$ cat src/rtl/sdiv_pkg.sv
package sdiv_pkg;
  typedef enum logic [2:0] {S_IDLE, S_CHECK, S_ITER, S_FIX, S_WAIT} sdiv_st_t;

  // completion edges, counted from the accepting edge as 1
  localparam int LAT_B_ZERO = 3;
  localparam int LAT_B_PRE  = 8;
  localparam int LAT_B_RUN  = 18;
  localparam int LAT_W_ZERO = 4;
  localparam int LAT_W_PRE  = 10;
  localparam int LAT_W_POST = 29;
  localparam int LAT_W_RUN  = 30;
  localparam int CNT_W      = 6;
endpackage

$ cat src/rtl/sdiv_prep.sv
module sdiv_prep #(
  parameter int NW = 8,
  localparam int WW = 2 * NW
) (
  input  logic            wide,
  input  logic [2*WW-1:0] dvd,
  input  logic [WW-1:0]   dvs,
  output logic [WW-1:0]   hi_mag,
  output logic [WW-1:0]   lo_init,
  output logic [WW-1:0]   v_mag,
  output logic            neg_d,
  output logic            neg_q,
  output logic            zero,
  output logic            pre_ovf
);
  logic [2*WW-1:0] d_s, d_m;
  logic [WW-1:0]   v_s;

  always_comb begin
    d_s     = wide ? dvd : {{WW{dvd[WW-1]}}, dvd[WW-1:0]};
    v_s     = wide ? dvs : {{NW{dvs[NW-1]}}, dvs[NW-1:0]};
    neg_d   = d_s[2*WW-1];
    neg_q   = neg_d ^ v_s[WW-1];
    d_m     = neg_d ? -d_s : d_s;
    v_mag   = v_s[WW-1] ? -v_s : v_s;
    hi_mag  = wide ? d_m[2*WW-1:WW] : {{NW{1'b0}}, d_m[WW-1:NW]};
    lo_init = wide ? d_m[WW-1:0] : {d_m[NW-1:0], {NW{1'b0}}};
    zero    = (v_mag == '0);
    pre_ovf = (hi_mag >= v_mag);
  end
endmodule

$ cat src/rtl/sdiv_step.sv
module sdiv_step #(
  parameter int WW = 16
) (
  input  logic [WW-1:0] r_in,
  input  logic          bit_in,
  input  logic [WW-1:0] v,
  output logic [WW-1:0] r_out,
  output logic          q_bit
);
  logic [WW:0] shifted, diff;

  always_comb begin
    shifted = {r_in, bit_in};
    diff    = shifted - {1'b0, v};
    q_bit   = ~diff[WW];
    r_out   = q_bit ? diff[WW-1:0] : shifted[WW-1:0];
  end
endmodule

$ cat src/rtl/sdiv_timer.sv
module sdiv_timer #(
  parameter int CW = 6
) (
  input  logic          clk,
  input  logic          rst_n,
  input  logic          clear,
  input  logic          load,
  input  logic [CW-1:0] target,
  output logic          fire,
  output logic [CW-1:0] count
);
  logic          armed;
  logic [CW-1:0] goal;

  always_ff @(posedge clk or negedge rst_n) begin
    if (!rst_n) begin
      count <= '0;
      armed <= 1'b0;
      goal  <= '0;
    end else begin
      count <= clear ? CW'(1) : count + 1'b1;
      if (clear) begin
        armed <= 1'b0;
      end else if (load) begin
        armed <= 1'b1;
        goal  <= target;
      end
    end
  end

  assign fire = armed && ((count + 1'b1) == goal);
endmodule

$ cat src/rtl/sdiv_top.sv
module sdiv_top
  import sdiv_pkg::*;
#(
  parameter int NARROW_W = 8,
  localparam int WW    = 2 * NARROW_W,
  localparam int DW    = 2 * WW,
  localparam int IT_W  = $clog2(WW)
) (
  input  logic          clk,
  input  logic          rst_n,
  input  logic          req_valid,
  output logic          req_ready,
  input  logic          req_wide,
  input  logic [DW-1:0] req_dividend,
  input  logic [WW-1:0] req_divisor,
  output logic          busy,
  output logic          res_valid,
  output logic [WW-1:0] res_quot,
  output logic [WW-1:0] res_rem,
  output logic          res_divzero,
  output logic          res_ovf
);
  localparam int NW = NARROW_W;

  sdiv_st_t        st;
  logic [DW-1:0]   op_dvd;
  logic [WW-1:0]   op_dvs;
  logic            wide_r;
  logic [WW-1:0]   rem_r, sh;
  logic [IT_W-1:0] it_cnt, last_it;

  logic [WW-1:0] p_hi, p_lo, p_vmag;
  logic          p_negd, p_negq, p_zero, p_pre;
  logic [WW-1:0] s_r;
  logic          s_q;
  logic          tm_fire, tm_load, accept;
  logic [CNT_W-1:0] tm_count, tm_target;

  logic [WW-1:0] up_half, low_half, q_mag, q_sgn, r_sgn, q_out, r_out;
  logic          q_top, q_rest, post_ovf;

  sdiv_prep #(.NW(NW)) prep_i (
    .wide(wide_r), .dvd(op_dvd), .dvs(op_dvs),
    .hi_mag(p_hi), .lo_init(p_lo), .v_mag(p_vmag),
    .neg_d(p_negd), .neg_q(p_negq), .zero(p_zero), .pre_ovf(p_pre)
  );

  sdiv_step #(.WW(WW)) step_i (
    .r_in(rem_r), .bit_in(sh[WW-1]), .v(p_vmag), .r_out(s_r), .q_bit(s_q)
  );

  sdiv_timer #(.CW(CNT_W)) timer_i (
    .clk(clk), .rst_n(rst_n), .clear(accept), .load(tm_load),
    .target(tm_target), .fire(tm_fire), .count(tm_count)
  );

  assign busy      = (st != S_IDLE);
  assign req_ready = ~busy;
  assign accept    = req_valid & req_ready;
  assign last_it   = wide_r ? IT_W'(WW - 1) : IT_W'(NW - 1);

  always_comb begin
    up_half  = wide_r ? op_dvd[DW-1:WW] : {{NW{1'b0}}, op_dvd[WW-1:NW]};
    low_half = wide_r ? op_dvd[WW-1:0]  : {{NW{1'b0}}, op_dvd[NW-1:0]};
    q_mag    = wide_r ? sh : {{NW{1'b0}}, sh[NW-1:0]};
    q_top    = wide_r ? sh[WW-1] : sh[NW-1];
    q_rest   = wide_r ? (|sh[WW-2:0]) : (|sh[NW-2:0]);
    post_ovf = p_negq ? (q_top & q_rest) : q_top;
    q_sgn    = p_negq ? -q_mag : q_mag;
    r_sgn    = p_negd ? -rem_r : rem_r;
    q_out    = wide_r ? q_sgn : {{NW{1'b0}}, q_sgn[NW-1:0]};
    r_out    = wide_r ? r_sgn : {{NW{1'b0}}, r_sgn[NW-1:0]};
  end

  // completion target, loaded at the checkpoint that decides the path
  always_comb begin
    tm_load   = 1'b0;
    tm_target = '0;
    if (st == S_CHECK && p_zero) begin
      tm_load   = 1'b1;
      tm_target = wide_r ? CNT_W'(LAT_W_ZERO) : CNT_W'(LAT_B_ZERO);
    end else if (st == S_CHECK && p_pre) begin
      tm_load   = 1'b1;
      tm_target = wide_r ? CNT_W'(LAT_W_PRE) + CNT_W'(p_negd) : CNT_W'(LAT_B_PRE);
    end else if (st == S_FIX) begin
      tm_load   = 1'b1;
      if (!wide_r)       tm_target = CNT_W'(LAT_B_RUN);
      else if (post_ovf) tm_target = CNT_W'(LAT_W_POST) + CNT_W'(p_negd);
      else               tm_target = CNT_W'(LAT_W_RUN) + CNT_W'(p_negd);
    end
  end

  always_ff @(posedge clk or negedge rst_n) begin
    if (!rst_n) begin
      st          <= S_IDLE;
      op_dvd      <= '0;
      op_dvs      <= '0;
      wide_r      <= 1'b0;
      rem_r       <= '0;
      sh          <= '0;
      it_cnt      <= '0;
      res_quot    <= '0;
      res_rem     <= '0;
      res_divzero <= 1'b0;
      res_ovf     <= 1'b0;
      res_valid   <= 1'b0;
    end else begin
      res_valid <= 1'b0;
      unique case (st)
        S_IDLE: if (req_valid) begin
          op_dvd      <= req_dividend;
          op_dvs      <= req_divisor;
          wide_r      <= req_wide;
          res_divzero <= 1'b0;
          res_ovf     <= 1'b0;
          st          <= S_CHECK;
        end
        S_CHECK: begin
          if (p_zero) begin
            res_divzero <= 1'b1;
            res_quot    <= low_half;
            res_rem     <= up_half;
            st          <= S_WAIT;
          end else if (p_pre) begin
            res_ovf  <= 1'b1;
            res_quot <= p_lo;
            res_rem  <= up_half;
            st       <= S_WAIT;
          end else begin
            rem_r  <= p_hi;
            sh     <= p_lo;
            it_cnt <= '0;
            st     <= S_ITER;
          end
        end
        S_ITER: begin
          rem_r  <= s_r;
          sh     <= {sh[WW-2:0], s_q};
          it_cnt <= it_cnt + 1'b1;
          if (it_cnt == last_it) st <= S_FIX;
        end
        S_FIX: begin
          if (post_ovf) begin
            res_ovf  <= 1'b1;
            res_quot <= q_mag;
            res_rem  <= up_half;
          end else begin
            res_quot <= q_out;
            res_rem  <= r_out;
          end
          st <= S_WAIT;
        end
        S_WAIT: if (tm_fire) begin
          res_valid <= 1'b1;
          st        <= S_IDLE;
        end
        default: st <= S_IDLE;
      endcase
    end
  end

  // completion is a single-cycle pulse
  a_r8_single_pulse: assert property (@(posedge clk) disable iff (!rst_n)
    res_valid |=> !res_valid);

  // an accepted request makes the block busy on the next cycle
  a_r9_busy_after_accept: assert property (@(posedge clk) disable iff (!rst_n)
    (req_valid && req_ready) |=> busy);

  // zero-divide completion matches the short fixed latency
  a_r3_zero_latency: assert property (@(posedge clk) disable iff (!rst_n)
    (res_valid && res_divzero) |->
      (tm_count == (wide_r ? CNT_W'(LAT_W_ZERO) : CNT_W'(LAT_B_ZERO))));

  // zero-divide and overflow never reported together
  a_r4_flags_exclusive: assert property (@(posedge clk) disable iff (!rst_n)
    res_valid |-> !(res_divzero && res_ovf));

  // byte-mode normal completion at edge 18
  a_r1_byte_latency: assert property (@(posedge clk) disable iff (!rst_n)
    (res_valid && !wide_r && !res_divzero && !res_ovf) |->
      (tm_count == CNT_W'(LAT_B_RUN)));
endmodule

$ cat config.mk
export PLATFORM = sky130hd
export DESIGN_NAME = sdiv_top
export DESIGN_NICKNAME = d
export VERILOG_FILES = /design/src/rtl/sdiv_pkg.sv /design/src/rtl/sdiv_prep.sv /design/src/rtl/sdiv_step.sv /design/src/rtl/sdiv_timer.sv /design/src/rtl/sdiv_top.sv
export SDC_FILE = /design/constraint.sdc
export NUM_CORES = 1
export LEC_CHECK = 0
export ABC_AREA = 1
export BUFFER_PORTS_ARGS = -buffer_cell sky130_fd_sc_hd__buf_2
export CAP_MARGIN = 20
export CORE_ASPECT_RATIO = 1.25
export CORE_MARGIN = 8
export CORE_UTILIZATION = 63
export DETAILED_ROUTE_END_ITERATION = 6
export PLACE_DENSITY = 0.85
export RECOVER_POWER = 100
export SKIP_LAST_GASP = 1
export SLEW_MARGIN = 10
export SYNTH_ARGS = -nofsm -noshare
export SYNTH_HDL_FRONTEND = slang
export SYNTH_SLANG_ARGS = --single-unit
$ cat constraint.sdc
create_clock -name clk -period 8.5 [get_ports clk]
set_clock_uncertainty 0.1 [all_clocks]
set_input_delay 2.125 -clock clk [delete_from_list [all_inputs] [get_ports clk]]
set_output_delay 2.125 -clock clk [all_outputs]
set_load 0.02 [all_outputs]
# [Word-level counts from Yosys, hierarchy flattened]
# Index checks and enable logic that the tools add are counted.
[classes] n_reduce_logical=20 n_eq_ne=15 addsub=10 muxes=63 n_bitwise=6 magnitude_cmp=1
[ops] op="two-way mux 16 bit" count=22
[ops] op="case mux 16 bit (2 select lines)" count=4
[ops] op="two-way mux 32 bit" count=2
[ops] op="negation 16 bit" count=3
[ops] op="two-way mux 6 bit" count=6
[ops] op="negation 32 bit" count=1
[ops] op="two-way mux 3 bit" count=6
[ops] op="subtractor 17 x 16 -> 17 bit" count=1
[ops] op="greater-or-equal comparator 16 bit" count=1
[ops] op="zero test 16 bit" count=1
[ops] op="two-way mux 1 bit" count=15
[ops] op="case mux 3 bit (5 select lines)" count=1
[ops] op="OR reduction 15 bit" count=1
[ops] op="inequality test 2 bit (second input constant)" count=7
[ops] op="adder 5 x 1 -> 6 bit (first input constant)" count=2
[ops] op="two-way mux 4 bit" count=3
[ops] op="AND reduction 3 bit" count=3
[ops] op="case mux 4 bit (2 select lines)" count=1
[ops] op="nonzero test 2 bit" count=4
[ops] op="OR reduction 7 bit" count=1
[ops] op="adder 6 x 1 -> 6 bit (second input constant)" count=1
[ops] op="equality test 3 x 2 -> 1 bit (second input constant)" count=2
[ops] op="equality test 6 bit" count=1
[ops] op="AND reduction 2 bit" count=3
[ops] op="other kinds (17)" count=23
[totals] inputBits=52 elab_cells=130 reg_bits=136 output_inout_bits=37

# [Longest topological paths before layout]
[depth] ltp_word=10 ltp_mapped=28 mapped_depth_nobuf=25

# [Cells and area by module]
# Synthesis repeated with hierarchy kept, for this count alone.
[unflattened] hier_cells=1801 area_unflattened_um2=11454.7
[modules_own_cells] module="sdiv_top" area_per_inst_um2=6897.9 seq_area_each_um2=3078.0 instances=1 cells_per_inst=943
[modules_own_cells] module="sdiv_prep" area_per_inst_um2=2437.3 seq_area_each_um2=0.0 instances=1 cells_per_inst=491
[modules_own_cells] module="sdiv_step" area_per_inst_um2=1450.1 seq_area_each_um2=0.0 instances=1 cells_per_inst=282
[modules_own_cells] module="sdiv_timer" area_per_inst_um2=669.4 seq_area_each_um2=325.3 instances=1 cells_per_inst=85

# [Least setup slack after synthesis]
# Ideal clock, no wire load.
[synth_timing] path_type="reg-to-reg" start="reg wide_r" end="reg rem_r[10]" setup_ns=0.116 path_slack_ns=5.064 required_ns=8.284 path_stages_with_launch=23 synth_period_minus_slack_ns=3.436 t_arrival_ns=3.220 path_buffers=6 path_cell_list="dfrtp_1 -> buf_6 -> buf_6 -> nor2_4 -> nor2_4 -> inv_2 -> clkbuf_1 -> clkbuf_1 -> nand3_1 -> and3_1 -> ha_1 -> a21oi_1 -> o21ai_0 -> a21oi_1 -> nand3_1 -> nor2_1 -> nand2_4 -> nand2_2 -> buf_6 -> clkinv_4 -> buf_6 -> nand2_1 -> nand2_1"
[synth_via] elab_chain_cells=7 elab_cells_between_ends=17 classes_between="3 x add/sub; 1 x order compare; 2 x eq/ne; 9 x mux; 2 x reduce/logical"
[synth_lines] item="from (decl)" line_no="sdiv_top.sv:28" source="logic wide_r;"
[synth_lines] item="from (signal assigned)" line_no="sdiv_top.sv:113" source="wide_r <= req_wide;"
[synth_lines] item="two-way mux 32 bit" line_no="sdiv_prep.sv:20" source="d_s = wide ? dvd : {{WW{dvd[WW-1]}}, dvd[WW-1:0]};"
[synth_lines] item="negation 32 bit" line_no="sdiv_prep.sv:24" source="d_m = neg_d ? -d_s : d_s;"
[synth_lines] item="two-way mux 32 bit" line_no="sdiv_prep.sv:24"
[synth_lines] item="two-way mux 16 bit" line_no="sdiv_prep.sv:26" source="hi_mag = wide ? d_m[2*WW-1:WW] : {{NW{1'b0}}, d_m[WW-1:NW]};"
[synth_lines] item="greater-or-equal comparator 16 bit / two-way mux 16 bit (equally long branches)" line_no="sdiv_prep.sv:29, sdiv_top.sv:124"
[synth_lines] item="inequality test 2 bit (no line) / two-way mux 16 bit (equally long branches)"
[synth_lines] item="AND reduction 3 bit (no line) / case mux 16 bit (2 select lines) (equally long branches)"
[synth_lines] item="to (signal assigned)" line_no="sdiv_top.sv:130" source="rem_r <= p_hi;"
[synth_lines] item="to (signal assigned)" line_no="sdiv_top.sv:137" source="rem_r <= s_r;"
[synth_lines] item="to (decl)" line_no="sdiv_top.sv:29" source="logic [WW-1:0] rem_r, sh;"
# Parallel ways exist; a longest one is shown, timed or not. The select of a mux whose other input is x is not followed.
# A chain may end at the register's enable or synchronous reset.

# [Worst setup path in the final report]
[layout_timing] start="reg wide_r" end="reg rem_r[3]"
# Same word-level chain as after synthesis.

==> results by stage <==
Synthesis:
- The most frequently used cell type in the post-synthesis netlist is nand2_1.
- The post-synthesis simple-gate area fraction is 37.6%.
- The number of flip-flops and latches in the synthesized netlist is 135.
- The fraction of the mapped netlist area in compound gates is 11.3%.
- In the post-synthesis netlist, the biggest area contributors are dfrtp_1 32%, nand2_1 20%, nand3_1 7.1%.
- The number of enable-type register cells in the synthesized netlist is 0.
- For this run, asynchronously set or reset flops after synthesis account for 100%.
- In this run the biggest area consumer among cell types represents 32.1% of the synthesized area.
- The synthesized netlist occupies a cell area of 10,500 um^2.
- By area, the combinational part of the netlist is dominated by simple AND/OR/NAND/NOR gates.
- After Yosys synthesis, full adders, half adders and majority gates account for 4.82% of the synthesized area.
- The most used flip-flop cell after synthesis is dfrtp_1.
- The portion of synthesized area spent on multiplexers is 0.190%.
- The commonest cells after synthesis are 553 x nand2_1, 175 x inv_1, 150 x nand3_1, 135 x dfrtp_1, 132 x nor2_1.
- The number of warnings reported in the yosys synthesis log is 0.
- The largest area contributor in the synthesized netlist is dfrtp_1.
- Dividing the synthesized area by the synthesized cell count gives 6.49 um^2.
- After synthesis, the netlist uses 46 different library cells.
- The synthesized netlist net count is 1,714.
- The sequential fraction of the synthesis area is 32.1%.
- Summing the areas of all xor and xnor instances in the mapped netlist gives 4.24% of the synthesized area.
- Synthesis produced 1,622 cells.

Final layout:
- The final instance count without filler cells is 1,904.
- Relative to the synthesized area, the layout overhead comes to 8.70%.
- The layout has 1,541 filler cells.
- The repair_antennas step left the layout with diodes totalling 0.
- The number of nets in the finished design is 1,763.
- Of the cells placed in the final design, the portion with a size suffix greater than 1 is 7.24%.

Die:
- After floorplanning, the core was sized to cover 16,600 um^2.
- The placement row count is 53.
- The effective utilization at floorplan is 63.5%.
- The die area is 21,100 um^2.
- In this run the horizontal extent of the chip is 132 um.
- The die is 161 um tall.
- For this design the top-level I/O count stands at 89.

Setup path:
- The data required time of the worst path is 8700 ps.
- Data arrives at the worst endpoint at 7210 ps.
- The worst setup path is launched from a flop.
- The nature of the critical path endpoint is a flop.
- The worst-path maximum fanout is 47.
- The critical path is of the flop to flop type.

CTS:
- The total of cells resized after clock tree synthesis is 0.
- After clock tree synthesis, the clock-pin slew on the worst setup and hold paths is 70 ps.
- The clock root buffer is clkbuf_16.
- Clock tree synthesis found a total of 135 sinks.
- The H-tree was split into 4 levels.
- The hold buffer count at CTS is 0.
- The later pin in the worst-skew pair is clocked with a latency of 430 ps.
- The post-CTS setup repair buffer count is 0.
- The TritonCTS buffer count is 17.
- The maximum buffer depth of the clock tree is 2.
- TritonCTS built the clock tree.

Global route:
- Global routing finished with a remaining overflow of 0.
- The first global-routing pass estimated 52.5 mm of wire.
- Entering global routing, the biggest net connects 81 pins.
- The initial antenna violation count is 0.
- The number of global-route vias before repair was 10,200.
- Global routing used 30.9% of the available tracks across all layers.

Routing:
- In the routed design, unresolved DRC markers number 0.
- The routed design has 33.1 mm of wire.
- The routed wire length per instance is 17.4 um.
- The number of DRC violations after detailed-routing iteration 0 is 1,081.
- The vias after detailed routing is 11,000.
- The average via count per standard cell is 5.75.
- Once detail routing completed, the nets flagged for antenna violations numbered 0.
- The number of optimization iterations in the first detailed-route pass is 6.

Flow run:
- The number of max-cap violations is 4.

STA:
- The achievable frequency is 0.143 GHz.
- Setup slack closes at 1490 ps.
- The max-slew headroom at the worst pin is -171%.
- Setup repair after global routing left no endpoint under its margin.
- The post-route fraction of the period consumed by the critical path is 82.5%.
- The number of hold violations in the final report is 0.
- The number of setup violations in the final report is 0.
- The count of final max-slew check failures is 257.
- The actual transition at the worst max-transition pin is 4060 ps.
- Subtracting the final worst setup slack from the clock period gives 7010 ps.
- The setup TNS after final layout is 0 ps.

Outcome:
- The flow ran to the end, but the final reports show violations.
- The final reports fail on capacitance limit, slew limit.

Placement:
- Detailed placement finished with a half-perimeter wire length of 25.0 mm.
- The final weighted congestion of routability-driven global placement is 1.00.
- The worst setup slack after placement is 2580 ps.
- The number of I/O port buffers is 88.
- In this run, placement finished with an instance count of 1,872.

Min path:
- The min-delay analysis places its worst path in the category flop to flop.
==> critical path, cell delays in order, from the launching register on <==
cell,delay [ps]
dfrtp_2,590
inv_1,130
clkbuf_1,1520
nand2_4,250
nand2_4,370
inv_1,220
o21ai_0,550
ha_1,350
a21oi_1,170
o21ai_0,90
nand2_1,60
o211ai_1,70
nand2_1,60
nand3_1,130
nor2_1,250
nand2_4,110
nand2_2,660
clkinvlp_2,840
nand2_1,200
nand3_1,100
==> through the flow <==
stage,hold slack (ps),util [%],area (um^2)
finish,377,69.0,11400
global route,392,69.0,11400
CTS,380,69.7,11600
detailed placement,363,66.2,11000
global placement,356,66.2,11000
floorplan,342,-,10500
==> state kept, by name, summed over array words and instances (netlist names) <==
register	count
it_cnt	4
op_dvd	32
op_dvs	16
rem_r	16
res_divzero	1
res_ovf	1
res_quot	16
res_rem	16
res_valid	1
sh	16
st	3
timer_i.armed	1
timer_i.count	6
timer_i.goal	5
wide_r	1
==> layer usage <==
layer / up-vias / part of all wire (%) / wire length (um) / global-route usage (%)
met3: 122 / 5.3 / 1760 / 4.28
met5: - / 0 / 0 / 0
met2: 461 / 49 / 16400 / 52.9
met4: 0 / 6.3 / 2080 / 19.4
met1: 5051 / 39 / 12900 / 35.8
li1: 5319 / - / - / -
==> placed cells by master (no fill, tap or decap), drive strengths merged, types with 2 or more instances in the layout <==
| master | n |
|---|---|
| xnor2 | 9 |
| mux2i | 2 |
| a21oi | 46 |
| dfrtp | 135 |
| a31oi | 4 |
| nand3b | 7 |
| nand4 | 41 |
| a21boi | 2 |
| and3 | 3 |
| xor2 | 42 |
| clkinv | 4 |
| nand3 | 153 |
| o21a | 3 |
| clkinvlp | 3 |
| a21o | 2 |
| o21ai | 143 |
| clkbuf | 59 |
| buf | 53 |
| nand2 | 564 |
| or2 | 9 |
| nor3 | 13 |
| ha | 39 |
| nor2 | 137 |
| inv | 190 |
| o22ai | 4 |
| o211ai | 11 |
==> worst paths after layout <==
path	end	cells past startpoint	slack, ps	startpoint
min reg2reg	op_dvd[30]$_DFFE_PN0P_	2	380	op_dvd[30]$_DFFE_PN0P_
max in group asynchronous	op_dvs[12]$_DFFE_PN0P_	2	2080	rst_n
max reg2reg	rem_r[3]$_DFFE_PN0P_	19	1490	wide_r$_DFFE_PN0P_
min in group asynchronous	timer_i.count[4]$_DFF_PN0_	1	3000	rst_n
min	op_dvd[30]$_DFFE_PN0P_	2	380	op_dvd[30]$_DFFE_PN0P_
max	rem_r[3]$_DFFE_PN0P_	19	1490	wide_r$_DFFE_PN0P_
==> final cells by class <==
cell class	count	area (um^2)	area share [%]
inverters	182	684	5.98
repair buffers	95	432	3.77
flip-flops and latches	135	3380	29.5
clock buffers	17	425	3.72
clock inverters	15	149	1.30
multi-input cells	1240	6100	53.3
well taps	220	275	2.40
==> cells by family after synthesis <==
logic type	count (synthesis)
fa+ha+maj	40
mux	2
flops	135
simple gates	928
buf+inv	247
compound gates	219
xor+xnor	51
Power is not shown: default switching activity piles up to over one toggle a cycle in this logic, so the estimate is an artifact.
